===== config.mk =====
export PLATFORM = sky130hd
export DESIGN_NAME = shared_pwm_top
export DESIGN_NICKNAME = d
export VERILOG_FILES = /design/src/rtl/pwmgen_pkg.sv /design/src/rtl/pwm_regs.sv /design/src/rtl/pwm_timebase.sv /design/src/rtl/pwm_chan.sv /design/src/rtl/shared_pwm_top.sv
export SDC_FILE = /design/constraint.sdc
export NUM_CORES = 1
export LEC_CHECK = 0
export BUFFER_PORTS_ARGS = -buffer_cell sky130_fd_sc_hd__buf_2
export CAP_MARGIN = 20
export CORE_MARGIN = 3
export CORE_UTILIZATION = 40
export CTS_CLUSTER_DIAMETER = 30
export DETAILED_ROUTE_END_ITERATION = 6
export GPL_TIMING_DRIVEN = 1
export PLACE_DENSITY = 0.57
export SLEW_MARGIN = 20
export SYNTH_ARGS = -nofsm -noshare
export SYNTH_HDL_FRONTEND = slang
export SYNTH_HIERARCHICAL = 1
export SYNTH_SLANG_ARGS = --single-unit

===== constraint.sdc =====
create_clock -name clk -period 3.3 [get_ports clk]
set_input_delay 0.66 -clock clk [delete_from_list [all_inputs] [get_ports clk]]
set_output_delay 0.66 -clock clk [all_outputs]
set_load 0.03 [all_outputs]

===== src/rtl/pwmgen_pkg.sv =====
package pwmgen_pkg;
   localparam int unsigned CTRL_OFS   = 32'h50;
   localparam int unsigned PS_LO_LSB  = 0;
   localparam int unsigned PS_HI_LSB  = 11;
   localparam int unsigned RUN_BIT    = 9;
   localparam int unsigned NIB_W      = 4;
   localparam int unsigned DUTY_STRIDE = 4;

   function automatic logic [31:0] ctrl_image(input logic [2*NIB_W-1:0] ps, input logic run);
      logic [31:0] w;
      w = '0;
      w[PS_LO_LSB +: NIB_W] = ps[NIB_W-1:0];
      w[PS_HI_LSB +: NIB_W] = ps[2*NIB_W-1:NIB_W];
      w[RUN_BIT]            = run;
      return w;
   endfunction
endpackage


===== src/rtl/pwm_regs.sv =====
module pwm_regs
   import pwmgen_pkg::*;
#(
   parameter int unsigned NUM_CH = 4,
   parameter int unsigned ADDR_W = 8,
   parameter int unsigned DATA_W = 32,
   parameter int unsigned DUTY_W = 8,
   parameter int unsigned PS_W   = 8
) (
   input  logic                         clk,
   input  logic                         rst_n,
   input  logic [ADDR_W-1:0]            bus_addr,
   input  logic [DATA_W-1:0]            bus_wdata,
   input  logic                         bus_we,
   output logic [DATA_W-1:0]            bus_rdata,
   output logic                         run_reg,
   output logic [PS_W-1:0]              ps_reg,
   output logic [NUM_CH-1:0][DUTY_W-1:0] duty_reg
);
   localparam int unsigned WA_W     = ADDR_W - 2;
   localparam logic [WA_W-1:0] CTRL_WA = WA_W'(CTRL_OFS / 4);

   logic [WA_W-1:0] word_addr;
   logic            ctrl_hit;
   logic [NUM_CH-1:0] duty_hit;

   assign word_addr = bus_addr[ADDR_W-1:2];
   assign ctrl_hit  = (word_addr == CTRL_WA);

   always_ff @(posedge clk or negedge rst_n) begin
      if (!rst_n) begin
         run_reg <= 1'b0;
         ps_reg  <= '0;
      end else if (bus_we && ctrl_hit) begin
         run_reg <= bus_wdata[RUN_BIT];
         ps_reg  <= {bus_wdata[PS_HI_LSB +: NIB_W], bus_wdata[PS_LO_LSB +: NIB_W]};
      end
   end

   for (genvar n = 0; n < NUM_CH; n++) begin : g_duty
      assign duty_hit[n] = (word_addr == WA_W'(n * DUTY_STRIDE / 4));
      always_ff @(posedge clk or negedge rst_n) begin
         if (!rst_n)
            duty_reg[n] <= '0;
         else if (bus_we && duty_hit[n])
            duty_reg[n] <= bus_wdata[DUTY_W-1:0];
      end
   end

   always_comb begin
      bus_rdata = '0;
      if (ctrl_hit)
         bus_rdata = DATA_W'(ctrl_image(ps_reg, run_reg));
      for (int i = 0; i < NUM_CH; i++) begin
         if (duty_hit[i])
            bus_rdata = DATA_W'(duty_reg[i]);
      end
   end
endmodule


===== src/rtl/pwm_timebase.sv =====
module pwm_timebase #(
   parameter int unsigned CNT_W = 8,
   parameter int unsigned PS_W  = 8
) (
   input  logic             clk,
   input  logic             rst_n,
   input  logic             run_reg,
   input  logic [PS_W-1:0]  ps_reg,
   output logic             run_q,
   output logic             running,
   output logic             period_end,
   output logic             load_now,
   output logic [PS_W-1:0]  act_ps,
   output logic [PS_W-1:0]  ps_cnt,
   output logic [CNT_W-1:0] tick_cnt
);
   localparam logic [CNT_W-1:0] TICK_LAST = {CNT_W{1'b1}};

   logic tick_end;

   assign running    = run_reg && run_q;
   assign tick_end   = running && (ps_cnt == act_ps);
   assign period_end = tick_end && (tick_cnt == TICK_LAST);
   assign load_now   = !run_q || period_end;

   always_ff @(posedge clk or negedge rst_n) begin
      if (!rst_n)
         run_q <= 1'b0;
      else
         run_q <= run_reg;
   end

   always_ff @(posedge clk or negedge rst_n) begin
      if (!rst_n)
         act_ps <= '0;
      else if (load_now)
         act_ps <= ps_reg;
   end

   always_ff @(posedge clk or negedge rst_n) begin
      if (!rst_n) begin
         ps_cnt   <= '0;
         tick_cnt <= '0;
      end else if (!running) begin
         ps_cnt   <= '0;
         tick_cnt <= '0;
      end else if (tick_end) begin
         ps_cnt   <= '0;
         tick_cnt <= tick_cnt + 1'b1;
      end else begin
         ps_cnt   <= ps_cnt + 1'b1;
      end
   end
endmodule


===== src/rtl/pwm_chan.sv =====
module pwm_chan #(
   parameter int unsigned CNT_W = 8,
   parameter bit          HOLD_TO_BOUNDARY = 1'b1
) (
   input  logic             clk,
   input  logic             rst_n,
   input  logic             load_now,
   input  logic             running,
   input  logic [CNT_W-1:0] duty_reg,
   input  logic [CNT_W-1:0] tick_cnt,
   output logic             pwm_o
);
   logic [CNT_W-1:0] act_duty;

   if (HOLD_TO_BOUNDARY) begin : g_held
      always_ff @(posedge clk or negedge rst_n) begin
         if (!rst_n)
            act_duty <= '0;
         else if (load_now)
            act_duty <= duty_reg;
      end
   end else begin : g_direct
      assign act_duty = duty_reg;
   end

   assign pwm_o = running && (tick_cnt <= act_duty);
endmodule


===== src/rtl/shared_pwm_top.sv =====
module shared_pwm_top
   import pwmgen_pkg::*;
#(
   parameter int unsigned NUM_CH = 4,
   parameter int unsigned ADDR_W = 8,
   parameter int unsigned DATA_W = 32,
   parameter int unsigned CNT_W  = 8,
   parameter int unsigned PS_W   = 8,
   parameter bit          HOLD_TO_BOUNDARY = 1'b1
) (
   input  logic              clk,
   input  logic              rst_n,
   input  logic [ADDR_W-1:0] bus_addr,
   input  logic [DATA_W-1:0] bus_wdata,
   input  logic              bus_we,
   output logic [DATA_W-1:0] bus_rdata,
   output logic [NUM_CH-1:0] pwm_out
);
   if (NUM_CH < 1 || NUM_CH * DUTY_STRIDE > CTRL_OFS) begin : g_bad_ch
      $error("NUM_CH must be at least 1 and keep duty slots below the control word");
   end
   if (PS_W != 2 * NIB_W) begin : g_bad_ps
      $error("PS_W must equal two prescaler nibbles");
   end
   if (CNT_W < 1 || CNT_W > DATA_W) begin : g_bad_cnt
      $error("CNT_W must fit in the data word");
   end
   if (ADDR_W < 8 || DATA_W < 16) begin : g_bad_bus
      $error("bus must reach the control word and hold its fields");
   end

   logic                         run_reg;
   logic [PS_W-1:0]              ps_reg;
   logic [NUM_CH-1:0][CNT_W-1:0] duty_reg;
   logic                         run_q;
   logic                         running;
   logic                         period_end;
   logic                         load_now;
   logic [PS_W-1:0]              act_ps;
   logic [PS_W-1:0]              ps_cnt;
   logic [CNT_W-1:0]             tick_cnt;

   pwm_regs #(
      .NUM_CH(NUM_CH), .ADDR_W(ADDR_W), .DATA_W(DATA_W), .DUTY_W(CNT_W), .PS_W(PS_W)
   ) u_regs (
      .clk(clk), .rst_n(rst_n), .bus_addr(bus_addr), .bus_wdata(bus_wdata),
      .bus_we(bus_we), .bus_rdata(bus_rdata), .run_reg(run_reg), .ps_reg(ps_reg),
      .duty_reg(duty_reg)
   );

   pwm_timebase #(.CNT_W(CNT_W), .PS_W(PS_W)) u_tb (
      .clk(clk), .rst_n(rst_n), .run_reg(run_reg), .ps_reg(ps_reg), .run_q(run_q),
      .running(running), .period_end(period_end), .load_now(load_now),
      .act_ps(act_ps), .ps_cnt(ps_cnt), .tick_cnt(tick_cnt)
   );

   for (genvar n = 0; n < NUM_CH; n++) begin : g_ch
      pwm_chan #(.CNT_W(CNT_W), .HOLD_TO_BOUNDARY(HOLD_TO_BOUNDARY)) u_ch (
         .clk(clk), .rst_n(rst_n), .load_now(load_now), .running(running),
         .duty_reg(duty_reg[n]), .tick_cnt(tick_cnt), .pwm_o(pwm_out[n])
      );
   end
endmodule


; ---- Word-level counts from Yosys, hierarchy flattened
; Cells that the tools add are included.
[classes]
add_sub_neg = 2
n_mul = 0
n_div = 0
order_cmp = 4
eq_ne = 7
n_shift = 0
mux = 9
n_bitwise = 0
n_reduce_logical = 15
[op_table]
columns = operator, count
row1 = $mux 15, 5
row2 = $le 8x8->1, 4
row3 = $mux 8, 4
row4 = $add 8x1->8 const B, 2
row5 = $eq 6x2->1 const B, 2
row6 = $logic_and 1x1->1, 12
row7 = $eq 8x8->1, 1
row8 = $eq 8x8->1 const B, 1
row9 = $eq 6x1->1 const B, 1
row10 = $eq 6x5->1 const B, 1
row11 = $logic_not 6->1, 1
row12 = $ne 2x2->1 const B, 1
row13 = $logic_not 1->1, 1
row14 = $logic_or 1x1->1, 1
[word_totals]
ff_bits = 98
latchBits = 0
ram_bits = 0
rom_bits = 0
input_bits = 43
out_inout_bits = 36
wordCells = 51
n_memories = 0

; ---- Logic depth before layout (Yosys ltp)
; Gate-level depths: netlist of the first run.
[depth]
ltp_word = 6
ltp_mapped = 8
ltp_nobuf = 6

; ---- By module
; The synthesis of the first run kept the hierarchy.
[modules_own_cells]
columns = module, instances, cells_each, area_each_um2, seq_area_each_um2
row1 = pwm_regs, 1, 158, 2109.5, 1026.0
row2 = pwm_chan, 4, 53, 483.0, 200.2
row3 = pwm_timebase, 1, 115, 1287.5, 625.6

; ---- Least setup slack after synthesis of the first run
; No wires, ideal clock.
[synth_timing]
path_type = input-to-output
start = input bus_addr[2]
end = output bus_rdata[2]
t_arrival_ps = 2126
setup_slack_ps = 514
stages = 5
cell_sequence = buf_2 -> buf_1 -> nor3_1 -> a211oi_1 -> a2bb2oi_1
[synth_via]
elab_chain_cells = 6
[synth_lines]
columns = element, line_no
row1 = "start, declared", shared_pwm_top.sv:13  ; input logic [ADDR_W-1:0] bus_addr,
row2 = $eq 6x5->1, pwm_regs.sv:28  ; assign ctrl_hit = (word_addr == CTRL_WA);
row3 = $mux 15, pwm_regs.sv:52  ; if (ctrl_hit)
row4 = $mux 15 (3 in series), pwm_regs.sv:55  ; if (duty_hit[i])
row5 = $mux 15 (*), pwm_regs.sv:55
row6 = "end, declared", shared_pwm_top.sv:16  ; output logic [DATA_W-1:0] bus_rdata,
; Every way passes the cells marked *; elsewhere a longest branch is shown, timed or not.

; ---- Worst setup path after layout of the first run
[layout_timing]
start = input bus_addr[7]
end = output bus_rdata[0]
; Same word-level chain as after synthesis.

==> run summary, run 1 <==
The run finished with clean final reports. The routed layout has 3657 vias. Relative to the synthesized area, the layout overhead comes to 12.3%. The height of the die is 121 um, and the endpoint arrival time on the critical path is 2.19 ns. The total of buffers placed on input and output ports came out at 38.

For the remaining global-route overflow, the log shows 0. The tree is rooted in a sky130_fd_sc_hd__clkbuf_16. Once the clock tree was built, the setup fixing pass inserted 0 buffers. The tools report the number of remaining DRC errors as 0. Once detail routing completed, the nets flagged for antenna violations numbered 0. After technology mapping, the gate count stands at 483.

The final weighted congestion of routability-driven global placement came out at 0.806. The cell area power density works out to 528 mW/mm2. Number of antenna cells inserted: 0.

The analysis attributes to cell leakage a power of 2.87 nW. The run gives 0 as the number of antenna violations at the first check in global routing. The most repeated library cell on the critical path was sky130_fd_sc_hd__buf_2. In this run the tightest slew margin relative to its limit is 41.3%.

The maximum number of pins on one net before global-route repair came out at 54. In this run, post-CTS repair resized a total of 0 instances. In this run the deepest clock path goes through 2 buffers. The total negative slack came out at 0 ns. The overall global routing resource usage came out at 17.2%. The worst reg2reg path depth works out to 8.

The transition time at the pin with the least slew margin was 0.877 ns. Clock-pin slew was measured on the worst setup and hold paths at 0.07 ns. Met2 layer usage reported by global route: 25.7%.

Along the worst path, the maximum fanout reaches 5. The count of standard-cell rows is 41, and the horizontal extent of the die is 121 um. The die covers 0.0147 mm2. Traced cell by cell, the critical path runs through buf_2 -> or4_1 -> a211oi_1 -> a2bb2oi_1 -> buf_2. For the final routed wirelength across all metal layers, the log shows 11700 um. The largest individual stage delay along the critical path comes from the cell sky130_fd_sc_hd__or4_1. Yosys printed 6 warnings. The first global-routing pass estimated 19600 um of wire.

The kind of cell adding the most delay to the critical path was simple AND/OR/NAND/NOR gates. In the routed layout, each cell is associated on average with a via count of 5.22. For the hold buffer count at CTS, the log shows 0. The critical path class is in -> out.

The layer with the highest usage after global routing was met2. Met3 usage: 2.42%. The worst register-to-register path has a setup slack of 0.82 ns. CTS H-tree depth: 3.

The worst register-to-register path ends at g_ch[0].u_ch/act_duty[3]. The fraction of layout cells with a size suffix above 1 came out at 24.6%. The type of the most critical hold path is in -> async. The latest clock arrival within the worst-skew pair is 0.34 ns, and the starting density of the core is 41.5%.

The total number of nets in the final design was 600. In the finished design, the share of the clock period the worst path needs comes to 86.5%. The post-synthesis average cell area works out to 11.0 um2.

TritonCTS built the clock tree. STA puts the critical path data required time at 2.64 ns. During I/O placement, the number of pins put on the boundary was 79. The tools report the startpoint type of the worst setup path as an input port. VDD sags by at most 0.000252 V. The tools report the worst hold margin as 0.321 ns. The worst setup path is captured at an output port.

Once detailed placement completed, the half-perimeter wirelength came to 8580 um. Post-route minimum period: 2.85 ns. After floorplanning, the core was sized to cover 0.0128 mm2. Per-cell routed wire length: 16.7 um. The run gives 164 as the initial DRC count. Timing would allow up to 351 MHz.

The run gives 700 as the number of standard cells in the layout, taps in and fillers out. The run gives 0 as the final hold violation count. The logs give 3753 for the via count of the first global-routing pass and 0.00532 mm2 for the post-synthesis instance area.

Setup repair after global routing left no endpoint under its margin. Global routing consumed, on the met1 layer, 25.5% of the routing resources. For this run, the share of the core covered by cells in the final layout is 46.5%. Including well taps, the total number of placed cells is 684. Max-cap violations in this run came to 0.

The tools report the number of setup violations in the final report as 0. The maximum single-stage delay on the critical path was 0.67 ns. The pre-antenna-repair detailed-routing pass consisted of 4 iterations. The worst register-to-register path begins at u_tb/ps_cnt[3]. The number of buffers and inverters on the critical path is 2. The number of buffers created by CTS came out at 9. The max-slew violation count came out at 0. The run gives 98 as the sink count of the clock tree. Setup clock skew after layout: 0.00647 ns.
==> cells in the final DEF (no fill, tap or decap), types with 4 or more instances in the layout <==
master                       n
sky130_fd_sc_hd__nor3_1     11
sky130_fd_sc_hd__a31oi_1     4
sky130_fd_sc_hd__nand3_1    10
sky130_fd_sc_hd__mux2_4      8
sky130_fd_sc_hd__conb_1     19
sky130_fd_sc_hd__clkbuf_16   9
sky130_fd_sc_hd__xnor2_1    11
sky130_fd_sc_hd__a2bb2oi_1   4
sky130_fd_sc_hd__nor2_1     11
sky130_fd_sc_hd__inv_1      33
sky130_fd_sc_hd__ha_1       34
sky130_fd_sc_hd__nand2_1    42
sky130_fd_sc_hd__buf_2      37
sky130_fd_sc_hd__buf_4       6
sky130_fd_sc_hd__mux2_2     45
sky130_fd_sc_hd__mux4_2      4
sky130_fd_sc_hd__dfrtp_1    98
sky130_fd_sc_hd__o21bai_1    4
sky130_fd_sc_hd__nand2b_1    6
sky130_fd_sc_hd__and3_1     13
sky130_fd_sc_hd__and2_1      6
sky130_fd_sc_hd__or3_1       5
sky130_fd_sc_hd__a211oi_1    8
sky130_fd_sc_hd__mux2i_1     9
sky130_fd_sc_hd__nor2b_1     4
sky130_fd_sc_hd__a31o_2      4
sky130_fd_sc_hd__a21oi_1    10
sky130_fd_sc_hd__nand4_1     5
sky130_fd_sc_hd__o21ai_0    34
sky130_fd_sc_hd__o31ai_1     4
==> power by group <==
part | internal, W | switching [W] | total [W] | leakage [nW]
sequential | 0.00135 | 0.0000950 | 0.00145 | 1.31
clock | 0.000633 | 0.000454 | 0.00109 | 0.156
combinational | 0.000253 | 0.000365 | 0.000618 | 1.39
==> metrics by stage <==
step / setup slack (ns) / total power [W] / cell area [um2]
finish: 0.447 / 0.00315 / 5970
CTS: 0.405 / 0.00318 / 5970
global placement: 0.475 / 0.00207 / 5660
floorplan: 0.514 / 0.00191 / 5390
global route: 0.278 / 0.00333 / 5970
detailed placement: 0.492 / 0.00209 / 5660
==> final cells by class <==
cell class	instances	area [um2]
Tap cell	172	215
Timing Repair Buffer	45	270
Sequential cell	98	2450
Clock buffer	11	253
Clock inverter	5	61.3
Fill cell	1223	6860
Inverter	34	128
Multi-Input combinational cell	335	2590
==> worst max path at each step <==
| stage | start | endpoint | slack (ns) | depth (start not counted) |
|---|---|---|---|---|
| 3_5_place_dp | bus_addr[2] | bus_rdata[0] | 0.49 | 5 |
| 4_1_cts | u_tb/tick_cnt[5] | pwm_out[2] | 0.40 | 5 |
| 6_report | bus_addr[7] | bus_rdata[0] | 0.45 | 5 |
| 3_3_place_gp | bus_addr[2] | bus_rdata[0] | 0.48 | 5 |
| 5_1_grt | bus_addr[2] | bus_rdata[0] | 0.28 | 5 |
| 2_1_floorplan | bus_addr[2] | bus_rdata[2] | 0.51 | 5 |
==> per-layer routing <==
metal	wire, um	vias to the layer above	share of wire, %
li1	-	1761	-
met1	5920	1812	51
met2	5230	75	45
met4	168	0	1.4
met3	395	9	3.4
met5	0	-	0
No activity file was read; power rests on OpenSTA's default activity.
==> run 2, diff against run 1 <==
--- a/constraint.sdc
+++ b/constraint.sdc
@@ -3,2 +3,2 @@
 set_output_delay 0.66 -clock clk [all_outputs]
-set_load 0.03 [all_outputs]
+set_load 0.02 [all_outputs]
==> run summary, run 2 (same netlist as run 1, synthesis figures left out) <==
The total of buffers placed on input and output ports came out at 38 (unchanged). The critical path class is in -> out (unchanged). The run gives 0.787 (was 0.806) as the final weighted congestion of routability-driven global placement.

Worst reg2reg path depth: 6 (was 8). The height of the die came out at 121 um (unchanged). The portion of total power attributed to the clock network is 32.5% (was 34.5%), and the number of antenna cells inserted is 0 (unchanged). The largest voltage drop on the vdd net was 0.000244 V (was 0.000252 V).

The total number of nets in the final design came out at 599 (was 600). Critical-path cell list: buf_2 -> or4_1 -> a211oi_1 -> a2bb2oi_1 -> buf_2 (unchanged). Switching power: 0.000910 W (was 0.000914 W). The number of setup violations in the final report came out at 0 (unchanged). The CTS H-tree depth was 3 (unchanged); the via density per instance was 5.21 (was 5.22). The run gives 0 (unchanged) as the number of remaining DRC errors. The fraction of layout cells with a size suffix above 1 was 24.3% (was 24.6%). The flow ran to the end, and the final reports show no timing, DRC or antenna violations. For the via total after detailed routing, the log shows 3641 (was 3657). Startpoint type of the worst setup path: an input port (unchanged).

The post-route minimum period was 2.84 ns (was 2.85 ns). Setup repair after global routing left no endpoint under its margin. The tools report the endpoint of the lowest-slack register-to-register path as g_ch[1].u_ch/act_duty[0] (was g_ch[0].u_ch/act_duty[3]).

The total buffers and inverters traversed by the critical path was 2 (unchanged). Most frequent cells in the layout: 98 x sky130_fd_sc_hd__dfrtp_1, 45 x sky130_fd_sc_hd__mux2_2, 42 x sky130_fd_sc_hd__nand2_1 (unchanged). Start of the worst register-to-register path: u_tb/ps_cnt[3] (unchanged). The endpoint arrival time on the critical path is 2.18 ns (was 2.19 ns), and the sequential share of power is 47.7% (was 45.9%). The tools report the critical path required time as 2.64 ns (about the same).

Switching share of power: 30.0% (was 29.0%). The setup clock skew after layout came out at 0.0101 ns (was 0.00647 ns). For the initial DRC count, the log shows 207 (was 164). The maximum fanout along the worst path is 5 (unchanged), and the standby leakage power is 2.83 nW (was 2.87 nW).

The clock slew seen by the registers of the worst setup and hold paths is 0.07 ns (about the same). The floorplan core area was 0.0128 mm2 (unchanged); the number of optimization iterations in the first detailed-route pass was 5 (was 4). The cell area power density came out at 512 mW/mm2 (was 528 mW/mm2).

The starting density of the core is 41.5% (unchanged). The run gives 19.8% (was 19.6%) as the part of the total power dissipated in combinational logic. The tools report the number of buffers created by CTS as 9 (unchanged). The most frequent standard cell in the layout excluding fill and tap cells is sky130_fd_sc_hd__dfrtp_1 (unchanged).

The number of gates given a new drive strength after cts is 0 (unchanged), and the post-detailed-route count of antenna-violating nets is 0 (unchanged). The peak clock frequency supported by timing is 352 MHz (was 351 MHz). The period utilization is 86.1% (was 86.5%). The horizontal extent of the die is 121 um (unchanged), and the number of antenna violations at the first check in global routing is 0 (unchanged). The die outline area was 0.0147 mm2 (unchanged). The tools report the top-level port count as 79 (unchanged). The cell chosen for the clock root was sky130_fd_sc_hd__clkbuf_16 (unchanged). The wire length of the first global-routing pass came out at 19000 um (was 19600 um).

The tools report the number of max-cap violations as 0 (unchanged). The kind of cell adding the most delay to the critical path is simple AND/OR/NAND/NOR gates (unchanged). The hold buffer count at CTS is 0 (unchanged). The type of the most critical hold path is in -> async (unchanged). Number of setup buffers added after CTS: 0 (unchanged). Maximum number of pins on one net before global-route repair: 99 (was 54).

The max-slew violation count is 0 (unchanged). For the sink count of the clock tree, the log shows 98 (unchanged). The most repeated library cell on the critical path was sky130_fd_sc_hd__buf_2 (unchanged). The maximum single-stage delay on the critical path is 0.67 ns (about the same), and the count of standard-cell rows is 41 (unchanged).

The run gives 0.00212 W (was 0.00224 W) as the internal cell power. The tools report the minimum setup slack among reg-to-reg paths as 0.70 ns (was 0.82 ns). Transition time at the pin with the least slew margin: 0.825 ns (was 0.877 ns). The signed area change from the synthesized netlist to the final layout came out at 11.4% (was 12.3%).

TritonCTS built the clock tree. The final hold violation count was 0 (unchanged). Cell type of the slowest stage on the worst timing path: sky130_fd_sc_hd__or4_1 (unchanged). The power after layout is 0.00303 W (was 0.00315 W).

The tools report the type of destination of the critical path as an output port (unchanged). The total half-perimeter wirelength after legalization and detailed placement was 8270 um (was 8580 um); the overall global routing resource usage was 16.7% (was 17.2%). The logs give 0.34 ns (about the same) for the latest clock arrival within the worst-skew pair and 2 (unchanged) for the maximum buffer depth of the clock tree.

The per-cell routed wire length was 16.5 um (was 16.7 um). The remaining global-route overflow was 0 (unchanged); the final routed wirelength across all metal layers was 11500 um (was 11700 um). The total negative slack came out at 0 ns (unchanged). The logs give 44.8% (was 41.3%) for the worst slew margin relative to its limit and 3603 (was 3753) for the via count of the first global-routing pass.
## run 2: cell types whose count changed in the layout (fill, tap and decap cells not counted)
cell	before	now
sky130_fd_sc_hd__inv_6	1	3
sky130_fd_sc_hd__clkbuf_8	2	0
sky130_fd_sc_hd__bufinv_16	1	0
sky130_fd_sc_hd__buf_4	6	5
sky130_fd_sc_hd__clkinv_4	2	0
sky130_fd_sc_hd__clkbuf_1	0	1
sky130_fd_sc_hd__clkinvlp_4	0	2
## run 2: worst max-delay path by stage
stage,startpoint,endpoint,slack (ns),cells past startpoint
3_5_place_dp,bus_addr[7],bus_rdata[0],0.49,5
5_1_grt,bus_addr[7],bus_rdata[0],0.33,5
4_1_cts,bus_addr[7],bus_rdata[0],0.47,5
3_3_place_gp,bus_addr[7],bus_rdata[0],0.55,5
2_1_floorplan,bus_addr[2],bus_rdata[2],0.66,5
6_report,bus_addr[7],bus_rdata[0],0.46,5
## run 2: per-layer routing
| metal | GRT usage, % | up-vias | wire (um) | part of all wire, % |
|---|---|---|---|---|
| li1 | - | 1756 | - | - |
| met2 | 24.4 | 72 | 5090 | 44 |
| met5 | 0 | - | 0 | 0 |
| met1 | 25.0 | 1802 | 5840 | 51 |
| met3 | 3.40 | 11 | 458 | 4.0 |
| met4 | 4.83 | 0 | 123 | 1.1 |
## run 2: metrics by stage
stage               worst slack (ns)  instance area (um2)  utilization (%)  cells  hold slack, ns
floorplan                      0.663                 5390                -    501           0.364
finish                         0.459                 5920             46.2    699           0.332
CTS                            0.469                 5920             46.2    699           0.387
global placement               0.545                 5650             44.0    683           0.487
detailed placement             0.494                 5650             44.0    683           0.499
global route                   0.326                 5920             46.2    699           0.396
## run 2: worst register-to-register path: stages (launching register included)
cell                      delay, ns
sky130_fd_sc_hd__dfrtp_1       0.43
sky130_fd_sc_hd__xnor2_1       0.27
sky130_fd_sc_hd__nand4_2       0.25
sky130_fd_sc_hd__o41a_1        0.72
sky130_fd_sc_hd__inv_1         0.20
sky130_fd_sc_hd__buf_12        0.25
sky130_fd_sc_hd__mux2_2        0.37
## run 2: layout make-up
class | instances | area, um2
Clock buffer | 10 | 229
Clock inverter | 6 | 46.3
Fill cell | 1241 | 6900
Inverter | 34 | 128
Multi-Input combinational cell | 335 | 2590
Sequential cell | 98 | 2450
Tap cell | 172 | 215
Timing Repair Buffer | 44 | 263
## run 2: power groups by stage
stage                     Combinational, W  Sequential, W  Clock [W]
after floorplan                   0.000462        0.00143          0
after global placement            0.000584        0.00146          0
after detailed placement          0.000602        0.00147          0
after CTS                         0.000605        0.00145    0.00101
after global routing              0.000683        0.00147    0.00107
final                             0.000600        0.00145   0.000984
